===== src/rtl/ps2rx_pkg.sv =====
// Package: shared frame layout for the PS/2 receiver.
// Assumes bits arrive oldest-first and are shifted in at the top.
package ps2rx_pkg;
    localparam int FRAME_BITS = 11;
    localparam int BYTE_BITS  = 8;

    // Frame as it sits in the shift register once complete (bit 0 = first bit on the wire).
    typedef struct packed {
        logic                 stop_b;
        logic                 par_b;
        logic [BYTE_BITS-1:0] data_b;
        logic                 start_b;
    } frame_t;
endpackage


===== src/rtl/ps2rx_sync.sv =====
// Two-flip-flop synchroniser for a vector of asynchronous inputs.
// Assumes the lines idle high, so the stages reset to 1.
module ps2rx_sync #(
    parameter int WIDTH  = 2,
    parameter int STAGES = 2
) (
    input  logic             clk,
    input  logic             rst_n,
    input  logic [WIDTH-1:0] d_i,
    output logic [WIDTH-1:0] q_o
);
    logic [WIDTH-1:0] stage_q [STAGES];

    // Shift the raw inputs through the synchroniser chain.
    always_ff @(posedge clk) begin
        if (!rst_n) begin
            for (int i = 0; i < STAGES; i++) stage_q[i] <= '1;
        end else begin
            stage_q[0] <= d_i;
            for (int i = 1; i < STAGES; i++) stage_q[i] <= stage_q[i-1];
        end
    end

    assign q_o = stage_q[STAGES-1];
endmodule


===== src/rtl/ps2rx_debounce.sv =====
// Debounce filter and falling-edge detector for the synchronised keyboard clock.
// The filtered level follows the input only after DEB_CYCLES equal samples in a row.
module ps2rx_debounce #(
    parameter int DEB_CYCLES = 16
) (
    input  logic clk,
    input  logic rst_n,
    input  logic lvl_i,
    output logic fall_o
);
    localparam int CW = $clog2(DEB_CYCLES + 1);

    logic [CW-1:0] cnt_q;
    logic          filt_q;

    // Count consecutive samples that disagree with the filtered level, then adopt the new level.
    always_ff @(posedge clk) begin
        if (!rst_n) begin
            cnt_q  <= '0;
            filt_q <= 1'b1;
            fall_o <= 1'b0;
        end else begin
            fall_o <= 1'b0;
            if (lvl_i == filt_q) begin
                cnt_q <= '0;
            end else if (cnt_q == CW'(DEB_CYCLES - 1)) begin
                cnt_q  <= '0;
                filt_q <= lvl_i;
                fall_o <= filt_q & ~lvl_i;
            end else begin
                cnt_q <= cnt_q + 1'b1;
            end
        end
    end
endmodule


===== src/rtl/ps2rx_shifter.sv =====
// Frame assembler: shifts in one bit per falling edge and flags completion after eleven bits.
// Drops a partial frame when no edge arrives within TIMEOUT_CYCLES clocks.
module ps2rx_shifter
    import ps2rx_pkg::*;
#(
    parameter int TIMEOUT_CYCLES = 200000
) (
    input  logic   clk,
    input  logic   rst_n,
    input  logic   fall_i,
    input  logic   dat_i,
    output logic   done_o,
    output logic   good_o,
    output frame_t frame_o
);
    localparam int TW = $clog2(TIMEOUT_CYCLES + 1);
    localparam int BW = $clog2(FRAME_BITS);

    logic [FRAME_BITS-1:0] sh_q;
    logic [BW-1:0]         bit_q;
    logic [TW-1:0]         tmo_q;

    // Shift, count bits and run the inter-edge timeout.
    always_ff @(posedge clk) begin
        if (!rst_n) begin
            sh_q   <= '0;
            bit_q  <= '0;
            tmo_q  <= '0;
            done_o <= 1'b0;
        end else begin
            done_o <= 1'b0;
            if (fall_i) begin
                sh_q  <= {dat_i, sh_q[FRAME_BITS-1:1]};
                tmo_q <= '0;
                if (bit_q == BW'(FRAME_BITS - 1)) begin
                    bit_q  <= '0;
                    done_o <= 1'b1;
                end else begin
                    bit_q <= bit_q + 1'b1;
                end
            end else if (bit_q != '0) begin
                if (tmo_q == TW'(TIMEOUT_CYCLES - 1)) begin
                    bit_q <= '0;
                    tmo_q <= '0;
                end else begin
                    tmo_q <= tmo_q + 1'b1;
                end
            end
        end
    end

    assign frame_o = frame_t'(sh_q);
    // Frame check: start low, stop high, odd ones over data and parity.
    assign good_o  = ~frame_o.start_b & frame_o.stop_b & (^{frame_o.data_b, frame_o.par_b});
endmodule


===== src/rtl/ps2rx_hold.sv =====
// Output holding register with a data-available / read-acknowledge handshake and a sticky error.
// Assumes rd_ack is a one-cycle pulse; a frame result in the same cycle takes precedence.
module ps2rx_hold
    import ps2rx_pkg::*;
(
    input  logic                 clk,
    input  logic                 rst_n,
    input  logic                 done_i,
    input  logic                 good_i,
    input  logic [BYTE_BITS-1:0] byte_i,
    input  logic                 rd_ack,
    output logic [BYTE_BITS-1:0] code_o,
    output logic                 code_vld,
    output logic                 err_o
);
    // Capture accepted bytes, flag errors and overflow, clear on read.
    always_ff @(posedge clk) begin
        if (!rst_n) begin
            code_o   <= '0;
            code_vld <= 1'b0;
            err_o    <= 1'b0;
        end else if (done_i) begin
            if (!good_i || code_vld) begin
                err_o <= 1'b1;
            end else begin
                code_o   <= byte_i;
                code_vld <= 1'b1;
            end
        end else if (rd_ack) begin
            code_vld <= 1'b0;
            err_o    <= 1'b0;
        end
    end
endmodule


===== src/rtl/ps2_frame_rx.sv =====
// Top of the PS/2 keyboard receiver: synchroniser, clock debounce, frame assembler, holding register.
// Assumes clk is far faster than the keyboard clock (DEB_CYCLES well under a half bit period).
module ps2_frame_rx
    import ps2rx_pkg::*;
#(
    parameter int DEB_CYCLES     = 16,
    parameter int TIMEOUT_CYCLES = 200000
) (
    input  logic                 clk,
    input  logic                 rst_n,
    input  logic                 kb_clk,
    input  logic                 kb_dat,
    input  logic                 rd_ack,
    output logic [BYTE_BITS-1:0] code_o,
    output logic                 code_vld,
    output logic                 err_o
);
    logic [1:0] sync_s;
    logic       fall_s;
    logic       frame_done;
    logic       frame_good;
    frame_t     frame_s;

    ps2rx_sync #(.WIDTH(2), .STAGES(2)) u_sync (
        .clk   (clk),
        .rst_n (rst_n),
        .d_i   ({kb_dat, kb_clk}),
        .q_o   (sync_s)
    );

    ps2rx_debounce #(.DEB_CYCLES(DEB_CYCLES)) u_deb (
        .clk    (clk),
        .rst_n  (rst_n),
        .lvl_i  (sync_s[0]),
        .fall_o (fall_s)
    );

    ps2rx_shifter #(.TIMEOUT_CYCLES(TIMEOUT_CYCLES)) u_shift (
        .clk     (clk),
        .rst_n   (rst_n),
        .fall_i  (fall_s),
        .dat_i   (sync_s[1]),
        .done_o  (frame_done),
        .good_o  (frame_good),
        .frame_o (frame_s)
    );

    ps2rx_hold u_hold (
        .clk      (clk),
        .rst_n    (rst_n),
        .done_i   (frame_done),
        .good_i   (frame_good),
        .byte_i   (frame_s.data_b),
        .rd_ack   (rd_ack),
        .code_o   (code_o),
        .code_vld (code_vld),
        .err_o    (err_o)
    );
endmodule


===== config.mk =====
export PLATFORM = sky130hd
export DESIGN_NAME = ps2_frame_rx
export DESIGN_NICKNAME = d
export VERILOG_FILES = /design/src/rtl/ps2rx_pkg.sv /design/src/rtl/ps2rx_sync.sv /design/src/rtl/ps2rx_debounce.sv /design/src/rtl/ps2rx_shifter.sv /design/src/rtl/ps2rx_hold.sv /design/src/rtl/ps2_frame_rx.sv
export SDC_FILE = /design/constraint.sdc
export NUM_CORES = 1
export LEC_CHECK = 0
export CAP_MARGIN = 15
export CORE_MARGIN = 3
export CORE_UTILIZATION = 32
export CTS_CLUSTER_DIAMETER = 50
export DETAILED_ROUTE_END_ITERATION = 16
export SYNTH_ARGS = -nofsm -noshare
export SYNTH_HDL_FRONTEND = slang
export SYNTH_SLANG_ARGS = --single-unit
export TNS_END_PERCENT = 5

===== constraint.sdc =====
create_clock -name clk -period 2.7 [get_ports clk]
set_clock_uncertainty 0.2 [all_clocks]
set_input_delay 0.81 -clock clk [delete_from_list [all_inputs] [get_ports clk]]
set_output_delay 0.81 -clock clk [all_outputs]
set_load 0.01 [all_outputs]

### Yosys cells after proc, flatten, opt, wreduce, memory -nomap -nowiden

Memory sizes are Yosys's and may differ from the RTL's.
Index checks and enable logic that the tools add are counted.

| storage, ports and cells | value |
|---|---|
| latch bits | 0 |
| output and inout bits | 10 |
| memories kept | 1 |
| RAM bits | 4 |
| logic and storage cells | 62 |
| input port bits | 5 |
| bits in registers | 51 |
| memory bits (read-only) | 0 |

Memories:

| name | words | width | rd ports | clocked after memory_dff | wr ports | line | source |
|---|---|---|---|---|---|---|---|
| u_sync.stage_q | 2 | 2 | 2 | 0 | 2 | ps2rx_sync.sv:12 | `logic [WIDTH-1:0] stage_q [STAGES];` |

| cells by class | value |
|---|---|
| bitwise gates (word level) | 11 |
| multiply operators | 0 |
| equal/unequal tests | 6 |
| shift-type cells | 0 |
| divide/modulo/power cells | 0 |
| $add $sub $neg | 3 |
| $lt $le $gt $ge | 0 |
| reductions and logical operators | 16 |
| multiplexer cells | 15 |

Operator list:

| operator | number |
|---|---|
| 18-bit by 1-bit adder with 18-bit output (second input constant) | 1 |
| 18-bit == test (second input constant) | 1 |
| 18-bit 2-to-1 mux | 1 |
| 4-bit 2-to-1 mux | 4 |
| 2-bit AND reduction | 6 |
| 9-bit XOR reduction | 1 |
| 1-bit 2-to-1 mux | 8 |
| 1-bit NOT | 6 |
| 2-bit nonzero test | 3 |
| 3-bit OR reduction | 2 |
| 5-bit by 1-bit adder with 5-bit output (second input constant) | 1 |
| 5-bit by 4-bit == test with 1-bit output (second input constant) | 1 |
| 4-bit by 1-bit adder with 4-bit output (second input constant) | 1 |
| 4-bit == test (second input constant) | 1 |
| 2-bit 2-to-1 mux | 2 |
| 4-bit nonzero test | 1 |
| 1-bit bitwise AND | 3 |
| 2-bit by 1-bit != test with 1-bit output (second input constant) | 1 |
| 2-bit != test (second input constant) | 1 |
| 1-bit OR | 2 |
| 2-bit OR reduction | 1 |
| 1-bit == test | 1 |
| 1-bit zero test | 1 |
| 1-bit logical OR | 1 |

### Logic depth before layout (Yosys ltp)

Gate-level depths: netlist of run 1.

| logic depth | value |
|---|---|
| depth after elaboration | 7 |
| mapped depth | 8 |
| depth with buffers taken out | 6 |

### Modules after synthesis

A second synthesis of run 1 with hierarchy kept.

| unflattened totals | value |
|---|---|
| cell total of the unflattened synthesis | 270 |
| area total of the unflattened synthesis | 2531.2 um2 |

Modules (own cells, without submodules):

| module | instances | cells each | sequential area each (um2) | area an instance (um2) |
|---|---|---|---|---|
| ps2rx_shifter | 1 | 184 | 680.7 | 1655.3 |
| ps2rx_hold | 1 | 47 | 200.2 | 447.9 |
| ps2rx_debounce | 1 | 29 | 140.1 | 307.8 |
| ps2rx_sync | 1 | 10 | 80.1 | 120.1 |

### Worst setup path after synthesis of run 1

No wires, ideal clock.

| timing | value |
|---|---|
| path type | reg2reg |
| start point | register u_shift.bit_q[0] |
| end point | register u_shift.tmo_q[5] |
| period minus slack after synthesis | 2.255 ns |
| path slack | 0.445 ns |
| stages on the path, launching flop included | 9 |
| path buffers | 2 |
| required time | 2.385 ns |
| data arrival time | 1.940 ns |
| setup time | 0.115 ns |
| path through | dfxtp_1 inv_1 ha_1 nor3b_1 or4b_1 clkbuf_1 o21ai_2 buf_4 nor2_1 |

| between the ends | value |
|---|---|
| word-level cells in the longest chain between the ends | 1 |

RTL lines:

| element | line | source |
|---|---|---|
| start, declared | ps2rx_shifter.sv:20 | `logic [BW-1:0] bit_q;` |
| start signal, assigned | ps2rx_shifter.sv:39 | `bit_q <= bit_q + 1'b1;` |
| 4-bit nonzero test | ps2rx_shifter.sv:41 | `end else if (bit_q != '0) begin` |
| end signal, assigned | ps2rx_shifter.sv:46 | `tmo_q <= tmo_q + 1'b1;` |
| end, declared | ps2rx_shifter.sv:21 | `logic [TW-1:0] tmo_q;` |

Every way passes these cells.
A chain may end at the register's enable or synchronous reset.

### Worst setup path after layout of run 1

| timing | value |
|---|---|
| start point | register u_shift.bit_q[0] |
| end point | register u_shift.tmo_q[17] |

The elaborated chain is that of the path after synthesis.

==> results of run 1 <==
==> critical path, stage by stage, from the launching register on <==
cell and delay, ps:
dfxtp_1 380, inv_1 100, ha_1 200, nor3b_1 200, or4b_1 680, o21ai_2 220, buf_4 210, a21oi_1 60
==> layout by cell type (no fill, tap or decap), types with 4 or more instances in the layout <==
cell,instances
nand3_1,7
nand2b_1,7
a21oi_1,6
nand4_1,5
ha_1,7
clkbuf_8,6
nor2_1,22
o21ai_0,7
xor2_1,4
clkdlybuf4s50_1,14
nand2_1,25
o31ai_1,4
mux2i_1,20
a21boi_0,4
xnor2_1,13
or4_1,4
dfxtp_1,55
inv_1,7
nor2b_1,14
or3_1,4
buf_4,7
==> per-layer routing <==
layer  vias to the layer above  wire length [microns]
li1                        926                      -
met1                       761                   2090
met2                        15                   1790
met3                         2                    109
met4                         0                     29
met5                         -                      0
==> metrics by stage <==
step           setup WS [ps]  cell area, sq um  hold WS (ps)
3_3_place_gp             358              2730           188
5_1_grt                  156              2840           248
2_1_floorplan            445              2450           186
4_1_cts                  322              2840           226
6_report                 346              2840           221
3_5_place_dp             338              2730           197
==> synthesized netlist by cell type (2+ instances only) <==
cell type  count  share of area [%]
o21ai_0        7                1.4
mux2i_1       20                8.2
nor2b_1       14                3.6
inv_1          7                1.1
nand4_1        5                1.3
o31ai_1        4                1.2
nor4b_1        2               0.71
or4_1          4                1.2
dfxtp_1       55                 45
nand2b_1       7                1.8
xnor2_1       13                4.6
nor4bb_1       2               0.82
or3_1          4                1.0
ha_1           7                3.6
a21boi_0       4                1.2
nand2_1       25                3.8
nor2_1        22                3.4
clkbuf_1       7                1.1
nor3b_1        3               0.92
nor4_1         3               0.77
nand3_1        7                1.4
a21oi_1        6                1.2
xor2_1         4                1.4
buf_1          2               0.31
and3_1         3               0.77
==> report_power, final <==
group	leakage [nW]	switching [W]	internal [W]	total, W
clock	0.0612	0.000254	0.000300	0.000554
combinational	0.453	0.0000162	0.0000161	0.0000323
sequential	0.444	0.00000101	0.000814	0.000815
==> cells by family after synthesis <==
| family | synth area share (%) |
|---|---|
| simple gates | 24.0 |
| flops | 44.9 |
| compound gates | 7.71 |
| mux | 9.09 |
| xor+xnor | 7.96 |
| buf+inv | 2.76 |
| fa+ha+maj | 3.57 |
==> sequential cells by signal, summed over array words and instances, names as in the netlist <==
signal,count
u_sync.stage_q,4
u_hold.code_vld,1
u_hold.err_o,1
u_deb.cnt_q,5
u_deb.fall_o,1
u_hold.code_o,8
u_deb.filt_q,1
u_shift.frame_o,11
u_shift.bit_q,4
u_shift.done_o,1
u_shift.tmo_q,18
==> layout make-up <==
| cell class | instances | share of cell area, % |
|---|---|---|
| timing repair buffer | 21 | 6.78 |
| multi-input combinational | 184 | 45.1 |
| inverter | 7 | 0.924 |
| sequential | 55 | 38.7 |
| clock buffer | 6 | 2.90 |
| tap | 99 | 4.36 |
| clock inverter | 2 | 1.23 |
==> worst paths after layout <==
kind                              startpoint  depth (start not counted)                               to  slack, ps
max            u_shift.bit_q[0]$_SDFFE_PN0P_                          7   u_shift.tmo_q[17]$_SDFFE_PP0P_        350
min          u_sync.stage_q[0][0]$_SDFF_PN1_                          1  u_sync.stage_q[0][2]$_SDFF_PN1_        220
max reg2reg    u_shift.bit_q[0]$_SDFFE_PN0P_                          7   u_shift.tmo_q[17]$_SDFFE_PP0P_        350
min reg2reg  u_sync.stage_q[0][0]$_SDFF_PN1_                          1  u_sync.stage_q[0][2]$_SDFF_PN1_        220
==> flow_summary.json, run 1 <==
{
  "avgViaCountPerCell": 4.56,
  "drtAntennaViolNets": 0,
  "vias": 1704,
  "end_kind": "flop",
  "fillers": 709,
  "clock_sinks": 55,
  "multi_input_area_sq_mm": 0.00128,
  "vdd_ir_drop_max_mv": 0.388,
  "hpwl_mm": 2.87,
  "worst_slew_pin_slew_ps": 758,
  "wl_per_cell_microns": 10.7,
  "syn_inst": 256,
  "dieArea_sq_mm": 0.00875,
  "synth_seq_cells": 55,
  "fin_util_pct": 38.8,
  "port_buffers": 14,
  "fmax_mhz": 425,
  "arrival_ps": 2340,
  "start_kind": "flop",
  "fin_crit_sh_pct": 87.2,
  "insertedDiodeCount": 0,
  "setup_violations": 0,
  "yosys_most_used_dff": "dfxtp_1",
  "criticalPathCategory": "flop to flop",
  "required_ps": 2680,
  "grt_pass1_wl_mm": 7.16,
  "use_met1_pct": 12.8,
  "status": "complete, no violations",
  "finalMaxSlewViolations": 0,
  "grt_antenna_before_repair": 0,
  "start_util_pct": 33.4,
  "wl_mm": 4.02,
  "post_cts_resized": 0,
  "die_width_microns": 93.5,
  "cts_inserted_buffers": 5,
  "cap_violations": 0,
  "power.density_mw_per_mm2": 493,
  "core_region_area_sq_mm": 0.00733,
  "finalHoldViolCount": 0,
  "power_leakage_nw": 0.958,
  "grt.total_usage_pct": 9.95,
  "io_pins": 15,
  "min_path_type": "flop to flop",
  "yosys_warnings": 0,
  "drive_gt1_share_pct": 6.91,
  "grt-busiest-layer": "met2",
  "cts_buffer_depth": 2,
  "dp_cells": 366,
  "total_power_w": 0.00140,
  "gp_congestion": 0.741,
  "htreeDepth": 2,
  "crit_path_max_fanout": 12,
  "nets": 286,
  "synth_edf_count": 0,
  "grt_max_degree": 19,
  "seqCellArea_sq_mm": 0.00110,
  "rsz0062_at_grt": "no",
  "cts-root-buf": "clkbuf_8",
  "drc": 0,
  "maxSlewHeadroom_pct": 49.4,
  "grt-ovfl-total": 0,
  "grt_pass1_vias": 1682,
  "met3_usage_pct": 2.74,
  "period_minus_slack_ps": 2350,
  "synth.avg_cell_area_sq_um": 9.57,
  "use_met2_pct": 16.1,
  "ys_types": 44,
  "holdBufCountCts": 0,
  "syn-num-nets": 268,
  "cts_tree": "yes",
  "first_pass_iters": 4,
  "area_growth_pct": 16.0,
  "rows": 31,
  "clk_latency_ps": 300,
  "fin_tns_setup_ps": 0,
  "postCtsSetupBuffers": 0,
  "ys_seq_area_share_pct": 44.9,
  "clk_pin_slew_ps": 90,
  "detail_route.iter0.violations": 60,
  "async_reset_ff_share_pct": 0,
  "die_h_microns": 93.5,
  "stdcell_count": 374,
  "mappedNetlistArea_sq_mm": 0.00245
}
No activity file was read; power rests on OpenSTA's default activity.
==> run 2, diff against run 1 <==
--- a/config.mk
+++ b/config.mk
@@ -5,11 +5,11 @@
 export SDC_FILE = /design/constraint.sdc
 export NUM_CORES = 1
 export LEC_CHECK = 0
-export CAP_MARGIN = 15
 export CORE_MARGIN = 3
 export CORE_UTILIZATION = 32
 export CTS_CLUSTER_DIAMETER = 50
 export DETAILED_ROUTE_END_ITERATION = 16
+export SKIP_LAST_GASP = 1
 export SYNTH_ARGS = -nofsm -noshare
 export SYNTH_HDL_FRONTEND = slang
 export SYNTH_SLANG_ARGS = --single-unit
==> constraint.sdc (replaced) <==
create_clock -name clk -period 2.2 [get_ports clk]
set_clock_uncertainty 0.2 [all_clocks]
set_input_delay 0.66 -clock clk [delete_from_list [all_inputs] [get_ports clk]]
set_output_delay 0.66 -clock clk [all_outputs]
set_load 0.01 [all_outputs]
==> run 2 against run 1 <==
Net effect: maximum frequency up 8.7%; non-clock buffer count up 10; first-iteration DRC count down 12%; largest power group unchanged; combinational power up 35%; hold slack worse by 3.4 ps; via count up 5.0%; clock-buffer cell count unchanged; sequential share of layout area down 1.3 points; utilization up 1.4 points; cell area up 3.7%.
==> flow_summary.json, run 2 (synthesis results as in run 1) <==
{
  "fin_util_pct": 40.2,
  "wl_mm": 4.34,
  "gp_congestion": 0.760,
  "worst-path-buf-inv": 2,
  "vdd_ir_drop_max_mv": 0.225,
  "nets": 296,
  "start_util_pct": 33.4,
  "cts_buffer_depth": 2,
  "finalMaxSlewViolations": 0,
  "power.density_mw_per_mm2": 538,
  "vias": 1789,
  "insertedDiodeCount": 0,
  "detail_route.iter0.violations": 53,
  "area_growth_pct": 20.3,
  "core_region_area_sq_mm": 0.00733,
  "arrival_ps": 2200,
  "finalHoldViolCount": 0,
  "clk_latency_ps": 300,
  "r2r-end": "u_shift.tmo_q[16]$_SDFFE_PP0P_",
  "rows": 31,
  "end_kind": "flop",
  "grt_antenna_before_repair": 0,
  "drc": 0,
  "status": "complete, no violations",
  "most-common-layout-cells": "52 x dfxtp_1, 25 x nand2_1, 22 x nor2_1, 20 x mux2i_1, 16 x buf_4",
  "cp.depth": 7,
  "io_pins": 15,
  "crit_chain": "inv_1 > ha_1 > nor3b_1 > buf_4 > or3_4 > or4_4 > a21oi_2",
  "htreeDepth": 2,
  "setup_slack_ps": 35.1,
  "cts-root-buf": "clkbuf_8",
  "criticalPathCategory": "flop to flop",
  "cts_inserted_buffers": 5,
  "required_ps": 2240,
  "fmax_mhz": 462,
  "start_kind": "flop",
  "worst_slew_pin_slew_ps": 402,
  "worstReg2RegStart": "u_shift.bit_q[0]$_SDFFE_PN0P_",
  "place_ws_ps": -9.15,
  "fin_area_sq_mm": 0.00295,
  "layout_commonest_cell": "dfxtp_1",
  "grt_pass1_wl_mm": 7.60,
  "cap_violations": 0,
  "first_pass_iters": 4,
  "dpl_cell_area_sq_mm": 0.00282,
  "period_minus_slack_ps": 2160,
  "grt.total_usage_pct": 10.6,
  "min_path_type": "flop to flop",
  "power_leakage_nw": 1.00,
  "setup_violations": 0,
  "drive_gt1_share_pct": 14.4,
  "crit_path_max_fanout": 5,
  "cp_slowest_cell": "or4_4",
  "grt-ovfl-total": 0,
  "path_delay_family": "simple AND/OR/NAND/NOR gates",
  "postCtsSetupBuffers": 0,
  "grt_max_degree": 19,
  "total_power_w": 0.00159,
  "dieArea_sq_mm": 0.00875,
  "regMostFlops": "u_shift.tmo_q",
  "maxSlewHeadroom_pct": 73.1,
  "cp_slowest_stage_delay_ps": 490,
  "hpwl_mm": 2.99,
  "fin_crit_sh_pct": 98.4,
  "grt_pass1_vias": 1687,
  "largest_reg_flops": 18,
  "setup.worst_path.end": "u_shift.tmo_q[16]$_SDFFE_PP0P_",
  "r2r_slack_ps": 40,
  "cts_tree": "yes",
  "die_width_microns": 93.5,
  "r2r_cells": 7,
  "drtAntennaViolNets": 0,
  "worstSetupStartpoint": "u_shift.bit_q[0]$_SDFFE_PN0P_",
  "die_h_microns": 93.5,
  "clock_sinks": 55,
  "holdBufCountCts": 0,
  "port_buffers": 14,
  "rsz0062_at_grt": "yes",
  "clk_pin_slew_ps": 100,
  "avgViaCountPerCell": 4.66,
  "wl_per_cell_microns": 11.3
}
[run 2: final cells by class]
type	count	area (sq um)
clock buffers	6	72.6
clock inverters	2	12.5
fillers	721	4380
inverters	7	26.3
multi-input cells	184	1330
flip-flops and latches	55	1100
well taps	99	124
repair buffers	31	280
[run 2: routing by layer]
layer  track usage, %  vias up  wire length (microns)  share of wire (%)
li1                 -      944                      -                  -
met1             14.6      826                   2250                 52
met2             16.3       17                   1980                 45
met3             2.90        2                     91                2.1
met4             2.93        0                     21               0.48
met5                0        -                      0                  0
[run 2: power by group]
| part | switching, W | leakage [nW] | internal [W] |
|---|---|---|---|
| Sequential | 0.00000116 | 0.445 | 0.000999 |
| Combinational | 0.0000220 | 0.514 | 0.0000215 |
| Clock | 0.000321 | 0.0412 | 0.000223 |
| Total | 0.000344 | 1.00 | 0.00124 |
[run 2: how the worst min path moves through the flow]
stage,from,slack (ps),to,depth (start not counted)
after floorplan,u_sync.stage_q[0][0]$_SDFF_PN1_,190,u_sync.stage_q[0][2]$_SDFF_PN1_,1
after global placement,u_sync.stage_q[0][0]$_SDFF_PN1_,190,u_sync.stage_q[0][2]$_SDFF_PN1_,1
after detailed placement,u_sync.stage_q[0][0]$_SDFF_PN1_,190,u_sync.stage_q[0][2]$_SDFF_PN1_,1
after CTS,u_sync.stage_q[0][0]$_SDFF_PN1_,220,u_sync.stage_q[0][2]$_SDFF_PN1_,1
after global routing,u_sync.stage_q[0][1]$_SDFF_PN1_,240,u_sync.stage_q[0][3]$_SDFF_PN1_,1
final,u_sync.stage_q[0][0]$_SDFF_PN1_,220,u_sync.stage_q[0][2]$_SDFF_PN1_,1
[run 2: repair_timing]
item                       in CTS  in global routing
pin swaps                       1                  3
setup endpoints to repair       4                 27
cloned                          0                  0
resized for setup               5                  8
hold endpoints to repair        0                  0
[run 2: through the flow]
| step | hold slack [ps] | TNS (ps) | std cells |
|---|---|---|---|
| global placement | 188 | 0 | 376 |
| CTS | 220 | 0 | 384 |
| floorplan | 186 | 0 | 256 |
| finish | 218 | 0 | 384 |
| global route | 243 | -480 | 384 |
| detailed placement | 194 | -9.57 | 376 |
